**src/rtl/par2ser_pkg.sv**
```systemverilog
package par2ser_pkg;

  // Control-to-datapath strobes for one serial clock
  typedef struct packed {
    logic load;   // capture a fresh word into the shifter
    logic shift;  // advance the shifter by one lane
  } ctrlStrobe_t;

endpackage

```
**src/rtl/par2ser_ctrl.sv**
```systemverilog
module par2ser_ctrl
  import par2ser_pkg::*;
#(
  parameter int WIDE   = 16,
  parameter int NARROW = 4
) (
  input  logic        clk,
  input  logic        rst,
  input  logic        wideMode,
  output ctrlStrobe_t strobes
);

  localparam int CNT_W = $clog2(WIDE);
  localparam logic [CNT_W-1:0] WIDE_LAST   = CNT_W'(WIDE - 1);
  localparam logic [CNT_W-1:0] NARROW_LAST = CNT_W'(NARROW - 1);

  logic [CNT_W-1:0] bitsLeft;

  // Counts down the bits remaining in the current word; mode sampled at wrap
  always_ff @(posedge clk) begin
    if (rst) begin
      bitsLeft <= '0;
    end else if (bitsLeft == '0) begin
      bitsLeft <= wideMode ? WIDE_LAST : NARROW_LAST;
    end else begin
      bitsLeft <= bitsLeft - 1'b1;
    end
  end

  always_comb begin
    strobes.load  = !rst && (bitsLeft == '0);
    strobes.shift = !rst && (bitsLeft != '0);
  end

endmodule

```
**src/rtl/par2ser_dp.sv**
```systemverilog
module par2ser_dp
  import par2ser_pkg::*;
#(
  parameter int WIDE   = 16,
  parameter int NARROW = 4
) (
  input  logic            clk,
  input  logic            rst,
  input  ctrlStrobe_t     strobes,
  input  logic [WIDE-1:0] txWord,
  input  logic            wideMode,
  input  logic            msbFirst,
  input  logic            squelchN,
  input  logic            loopbackN,
  input  logic            loopData,
  output logic            serOut
);

  logic [WIDE-1:0] wideSeq;
  logic [WIDE-1:0] narrowSeq;
  logic [WIDE-1:0] shifter;

  // Reorder lanes so that bit i of the sequence is the i-th bit on the wire
  for (genvar i = 0; i < WIDE; i++) begin : g_order
    assign wideSeq[i] = msbFirst ? txWord[WIDE-1-i] : txWord[i];
    if (i < NARROW) begin : g_narrowLane
      assign narrowSeq[i] = msbFirst ? txWord[NARROW-1-i] : txWord[i];
    end else begin : g_narrowPad
      assign narrowSeq[i] = 1'b0;
    end
  end

  always_ff @(posedge clk) begin
    if (rst) begin
      shifter <= '0;
    end else if (strobes.load) begin
      shifter <= wideMode ? wideSeq : narrowSeq;
    end else if (strobes.shift) begin
      shifter <= shifter >> 1;
    end
  end

  // Output stage: loopback overrides squelch, squelch overrides data
  always_ff @(posedge clk) begin
    if (rst) begin
      serOut <= 1'b0;
    end else if (!loopbackN) begin
      serOut <= loopData;
    end else if (!squelchN) begin
      serOut <= 1'b0;
    end else begin
      serOut <= shifter[0];
    end
  end

endmodule

```
**src/rtl/par2ser_tx.sv**
```systemverilog
module par2ser_tx
  import par2ser_pkg::*;
#(
  parameter int WIDE   = 16,
  parameter int NARROW = 4
) (
  input  logic            clk,
  input  logic            rst,
  input  logic [WIDE-1:0] txWord,
  input  logic            wideMode,
  input  logic            msbFirst,
  input  logic            squelchN,
  input  logic            loopbackN,
  input  logic            loopData,
  output logic            loadStrobe,
  output logic            serOut
);

  ctrlStrobe_t strobes;

  par2ser_ctrl #(.WIDE(WIDE), .NARROW(NARROW)) u_ctrl (
    .clk      (clk),
    .rst      (rst),
    .wideMode (wideMode),
    .strobes  (strobes)
  );

  par2ser_dp #(.WIDE(WIDE), .NARROW(NARROW)) u_dp (
    .clk       (clk),
    .rst       (rst),
    .strobes   (strobes),
    .txWord    (txWord),
    .wideMode  (wideMode),
    .msbFirst  (msbFirst),
    .squelchN  (squelchN),
    .loopbackN (loopbackN),
    .loopData  (loopData),
    .serOut    (serOut)
  );

  assign loadStrobe = strobes.load;

endmodule

```
**config.mk**
```make
export PLATFORM = sky130hd
export DESIGN_NAME = par2ser_tx
export DESIGN_NICKNAME = d
export VERILOG_FILES = /design/src/rtl/par2ser_pkg.sv /design/src/rtl/par2ser_ctrl.sv /design/src/rtl/par2ser_dp.sv /design/src/rtl/par2ser_tx.sv
export SDC_FILE = /design/constraint.sdc
export NUM_CORES = 1
export LEC_CHECK = 0
export ABC_AREA = 1
export CAP_MARGIN = 20
export CORE_MARGIN = 2
export CORE_UTILIZATION = 54
export CTS_BUF_LIST = sky130_fd_sc_hd__clkbuf_4
export CTS_CLUSTER_DIAMETER = 100
export CTS_CLUSTER_SIZE = 10
export DETAILED_ROUTE_END_ITERATION = 8
export PLACE_DENSITY_LB_ADDON = 0.12
export SLEW_MARGIN = 25
export SYNTH_ARGS = -nofsm -noshare
export SYNTH_HDL_FRONTEND = slang
export SYNTH_SLANG_ARGS = --single-unit
export TNS_END_PERCENT = 5
```
**constraint.sdc**
```tcl
create_clock -name clk -period 1.81 [get_ports clk]
set_clock_uncertainty 0.05 [all_clocks]
set_input_delay 0.543 -clock clk [delete_from_list [all_inputs] [get_ports clk]]
set_output_delay 0.543 -clock clk [all_outputs]
set_load 0.05 [all_outputs]
```
Word-level counts from Yosys, hierarchy flattened
Cells that the tools add are included.
{ "word_totals": {"reg_bits": 21, "word_cells": 37, "mem_bits_rw": 0, "latchBits": 0, "n_memories": 0, "inputBits": 23, "romBits": 0, "out_inout_bits": 2} }
{ "op_classes": {"n_div": 0, "magnitude_cmp": 0, "eq_ne": 0, "mux": 27, "shifts": 0, "reduce_logical": 6, "mul": 0, "bitwise": 0, "n_addsub": 1} }
{ "ops": {"columns": ["cell", "n"], "rows": [
  ["2-to-1 mux 16 bit", 3],
  ["2-to-1 mux 1 bit", 22],
  ["2-to-1 mux 4 bit", 2],
  ["zero test 4 bit", 1],
  ["nonzero test 4 bit", 1],
  ["subtractor 4 x 1 -> 4 bit (second input constant)", 1],
  ["logical AND 1 bit", 2],
  ["nonzero test 2 bit", 1],
  ["zero test 1 bit", 1]
]} }

Longest topological paths before layout
{ "logic_depth": {"ltp_word": 4, "mapped_depth": 7, "ltp_nobuf": 7} }

Cells and area by module
From an unflattened synthesis, not the netlist that was laid out.
{ "hier_totals": {"cells_unflattened": 176, "hier_area_um2": 1186.1} }
{ "modules_own_cells": {"columns": ["mod", "instances", "cells_per_inst", "area_each_um2", "seq_area_each_um2"], "rows": [
  ["par2ser_dp", 1, 148, 992.2, 340.3],
  ["par2ser_ctrl", 1, 28, 193.9, 80.1]
]} }

Worst setup path before layout
Ideal clock, no wire load.
{ "synth_path": {"path_kind": "input port to output port", "startpoint": "in rst", "endpoint": "out loadStrobe", "n_path_buf": 0, "t_arrival_ns": 1.164, "path_stages": 3, "t_required_ns": 1.217, "setup_slack_ns": 0.053, "cell_sequence": "inv_2 > nand3_1 > inv_1"} }
{ "synth_via": {"elab_chain_cells": 2} }
{ "synth_lines": {"columns": ["item", "line", "text"], "rows": [
  ["start, declared", "par2ser_tx.sv:8", "input logic rst,"],
  ["zero test 1 bit", "par2ser_ctrl.sv:31", "strobes.load = !rst && (bitsLeft == '0);"],
  ["logical AND 1 bit", "par2ser_ctrl.sv:31", null],
  ["end, declared", "par2ser_tx.sv:15", "output logic loadStrobe,"]
]} }
Every way passes these cells.

Worst setup path after layout
{ "layout_path": {"startpoint": "reg u_ctrl.bitsLeft[3]", "endpoint": "out loadStrobe"} }
{ "layout_via": {"elab_chain_cells": 2} }
{ "layout_lines": {"columns": ["item", "line", "text"], "rows": [
  ["start, declared", "par2ser_ctrl.sv:17", "logic [CNT_W-1:0] bitsLeft;"],
  ["start signal, assigned", "par2ser_ctrl.sv:24", "bitsLeft <= wideMode ? WIDE_LAST : NARROW_LAST;"],
  ["start signal, assigned", "par2ser_ctrl.sv:26", "bitsLeft <= bitsLeft - 1'b1;"],
  ["zero test 4 bit", "par2ser_ctrl.sv:31", null],
  ["logical AND 1 bit", "par2ser_ctrl.sv:31", null]
]} }
Every way passes these cells.

==> flow_summary.yaml <==
run_status:
  status: "finished, final reports clean"
route:
  drt_wl_total_um: 2320
  route.detailed.drc: 0
  drt_iter0_drc: 27
  wl_per_cell_um: 11.6
  drtPass1Iterations: 4
  via_count: 1060
  vias_per_cell: 5.33
  ant_nets: 0
sta:
  max_freq_ghz: 0.567
  maxSlewViolCount: 0
  tns_ps: 0
  fin_ws_ps: 46.7
  hold_ws_ps: 405
  slew_headroom_pct: 75.9
  rsz0062_at_grt: "true"
  hold_viol_final: 0
  setup_viol: 0
  fin_crit_sh_pct: 97.4
  worst_slew_pin_slew_ps: 360
  fin_crit_ps: 1760
logic_synthesis:
  synth_area_mm2: 0.00101
  synth_fp_nets: 166
  synth_seq_cells: 21
  async_reset_ff_share_pct: 0
  ys_seq_area_share_pct: 41.7
  synthCells: 142
  synth_area_per_cell_um2: 7.09
  synth_edf_count: 0
  synth_most_common_cell: "nand2_1"
  synth_cell_type_count: 17
  synth_common_cells: "39 x nand2_1, 21 x dfxtp_1, 21 x nand3_1"
  yosysWarnings: 0
  synthTopCellsByArea: "dfxtp_1 42%, nand2_1 15%, nand3_1 10%"
  yosysTopAreaCell: "dfxtp_1"
  synth_top_area_share_pct: 41.7
  synth_top_flop_cell: "dfxtp_1"
min_path:
  hp-class: "reg -> reg"
flow_run:
  cap_violations: 0
cells_and_area:
  seq_area_um2: 422
  multi_input_area_um2: 536
  drive_above_1_share_pct: 17.2
  syn_to_final_growth_pct: 38.4
  fillers: 129
  nets: 199
  num_antenna_cells: 0
clock_network:
  cts_hold_buf: 0
  insertion_delay_ps: 300
  clock_sinks: 21
  path_clk_slew_ps: 120
  cts_root_buf: "clkbuf_4"
  h-tree-depth: 1
  cts_tree: "built"
  clockBufferDepth: 2
  cts_buffers: 3
place:
  io_buffers: 24
  gp_congestion: 0.808
  pre_cts_ws_ps: -197
  hpwl_um: 1750
grt:
  grt_pass1_vias: 910
  grt_pass1_wl_um: 3750
  grt_max_degree: 20
  antenna_found_initial: 0
  grt.total_usage_pct: 24.3
  grt-ovfl-total: 0
setup_path:
  worstSetupPathType: "reg -> out"
  start_kind: "flip-flop"
  critical_path_required_ps: 1220
  crit_fanout: 5
  crit_arrival_ps: 1170
  crit_path_end_kind: "primary output"
die:
  rows: 15
  coreArea_mm2: 0.00175
  ios: 25
  die_w_um: 47.2
  fp.dieArea_mm2: 0.00223
  start_util_pct: 57.7
  die_h_um: 47.2
power:
  p_leak_uw: 0.000606
  power_density_mw_per_mm2: 1180
  p_total_uw: 1650
  ir_worst_vdd_v: 0.000753
-- placed cells by master (no fill, tap or decap), drive strengths merged --
cell / Yosys / layout
o211ai: 3 / 3
clkinv: 0 / 1
a21oi: 6 / 6
nor2: 13 / 13
dlygate4sd2: 0 / 1
o21ai: 19 / 19
buf: 6 / 12
nand3: 22 / 22
dfxtp: 21 / 21
clkbuf: 0 / 3
clkdlybuf4s50: 0 / 21
inv: 11 / 11
nand2: 40 / 40
ha: 1 / 1
-- report_power, final --
| group | internal [uW] | total [uW] | leakage, uW | switching, uW |
|---|---|---|---|---|
| Clock | 82.3 | 222 | 0.0000177 | 140 |
| Sequential | 591 | 664 | 0.000172 | 72.9 |
| Combinational | 335 | 759 | 0.000417 | 424 |
| Total | 1010 | 1650 | 0.000606 | 637 |
-- critical path, cell delays in order, from the launching register on --
cell,delay (ps)
dfxtp_1,420
nor2_4,160
nand3_4,90
inv_4,70
buf_12,130
-- registers in the layout, indices dropped and copies added (netlist names) --
signal	flops
u_ctrl.bitsLeft	4
u_dp.serOut	1
u_dp.shifter	16
-- stage by stage --
stage	utilization [%]	instance area (um^2)	instances
2_1_floorplan	-	1010	142
3_3_place_gp	75.0	1310	192
3_5_place_dp	75.0	1310	192
4_1_cts	78.4	1370	198
5_1_grt	79.9	1390	199
6_report	79.9	1390	199
-- cells by family after synthesis --
group	after synthesis	share of synthesized area, %
buffers and inverters	17	8.32
AOI/OAI and AO/OA	28	15.8
and+or+nand+nor	75	32.9
DFF	21	41.7
adders and majority gates	1	1.24
-- timing repair --
action / 4_1_cts / 5_1_grt
gates resized for setup: 7 / 5
gates cloned: 0 / 0
pin swaps: 1 / 2
setup buffers: 2 / 1
endpoints found under the setup margin: 1 / 1
endpoints found under the hold margin: 0 / 0
-- cell type report --
class	count	share of cell area, %
inverters	11	3.14
clock buffers	3	1.62
multi-input cells	104	38.4
well taps	25	2.24
clock inverters	1	0.359
repair buffers	34	24.0
flip-flops and latches	21	30.3
-- per-layer routing --
metal | share of wire [%] | track usage, % | vias up
li1 | - | - | 535
met1 | 42 | 28.5 | 481
met4 | 1.7 | 12.2 | 0
met2 | 50 | 43.0 | 40
met3 | 5.8 | 3.08 | 4
met5 | 0 | 0 | -
-- final timing paths --
path                 startpoint          endpoint  slack [ps]  depth (start not counted)
max          u_ctrl.bitsLeft[3]        loadStrobe          50                          4
min reg2reg    u_dp.shifter[14]  u_dp.shifter[13]         410                          2
min            u_dp.shifter[14]  u_dp.shifter[13]         410                          2
max reg2reg  u_ctrl.bitsLeft[0]   u_dp.shifter[6]         300                          8
Note: power is estimated with default switching activity, not from simulation.
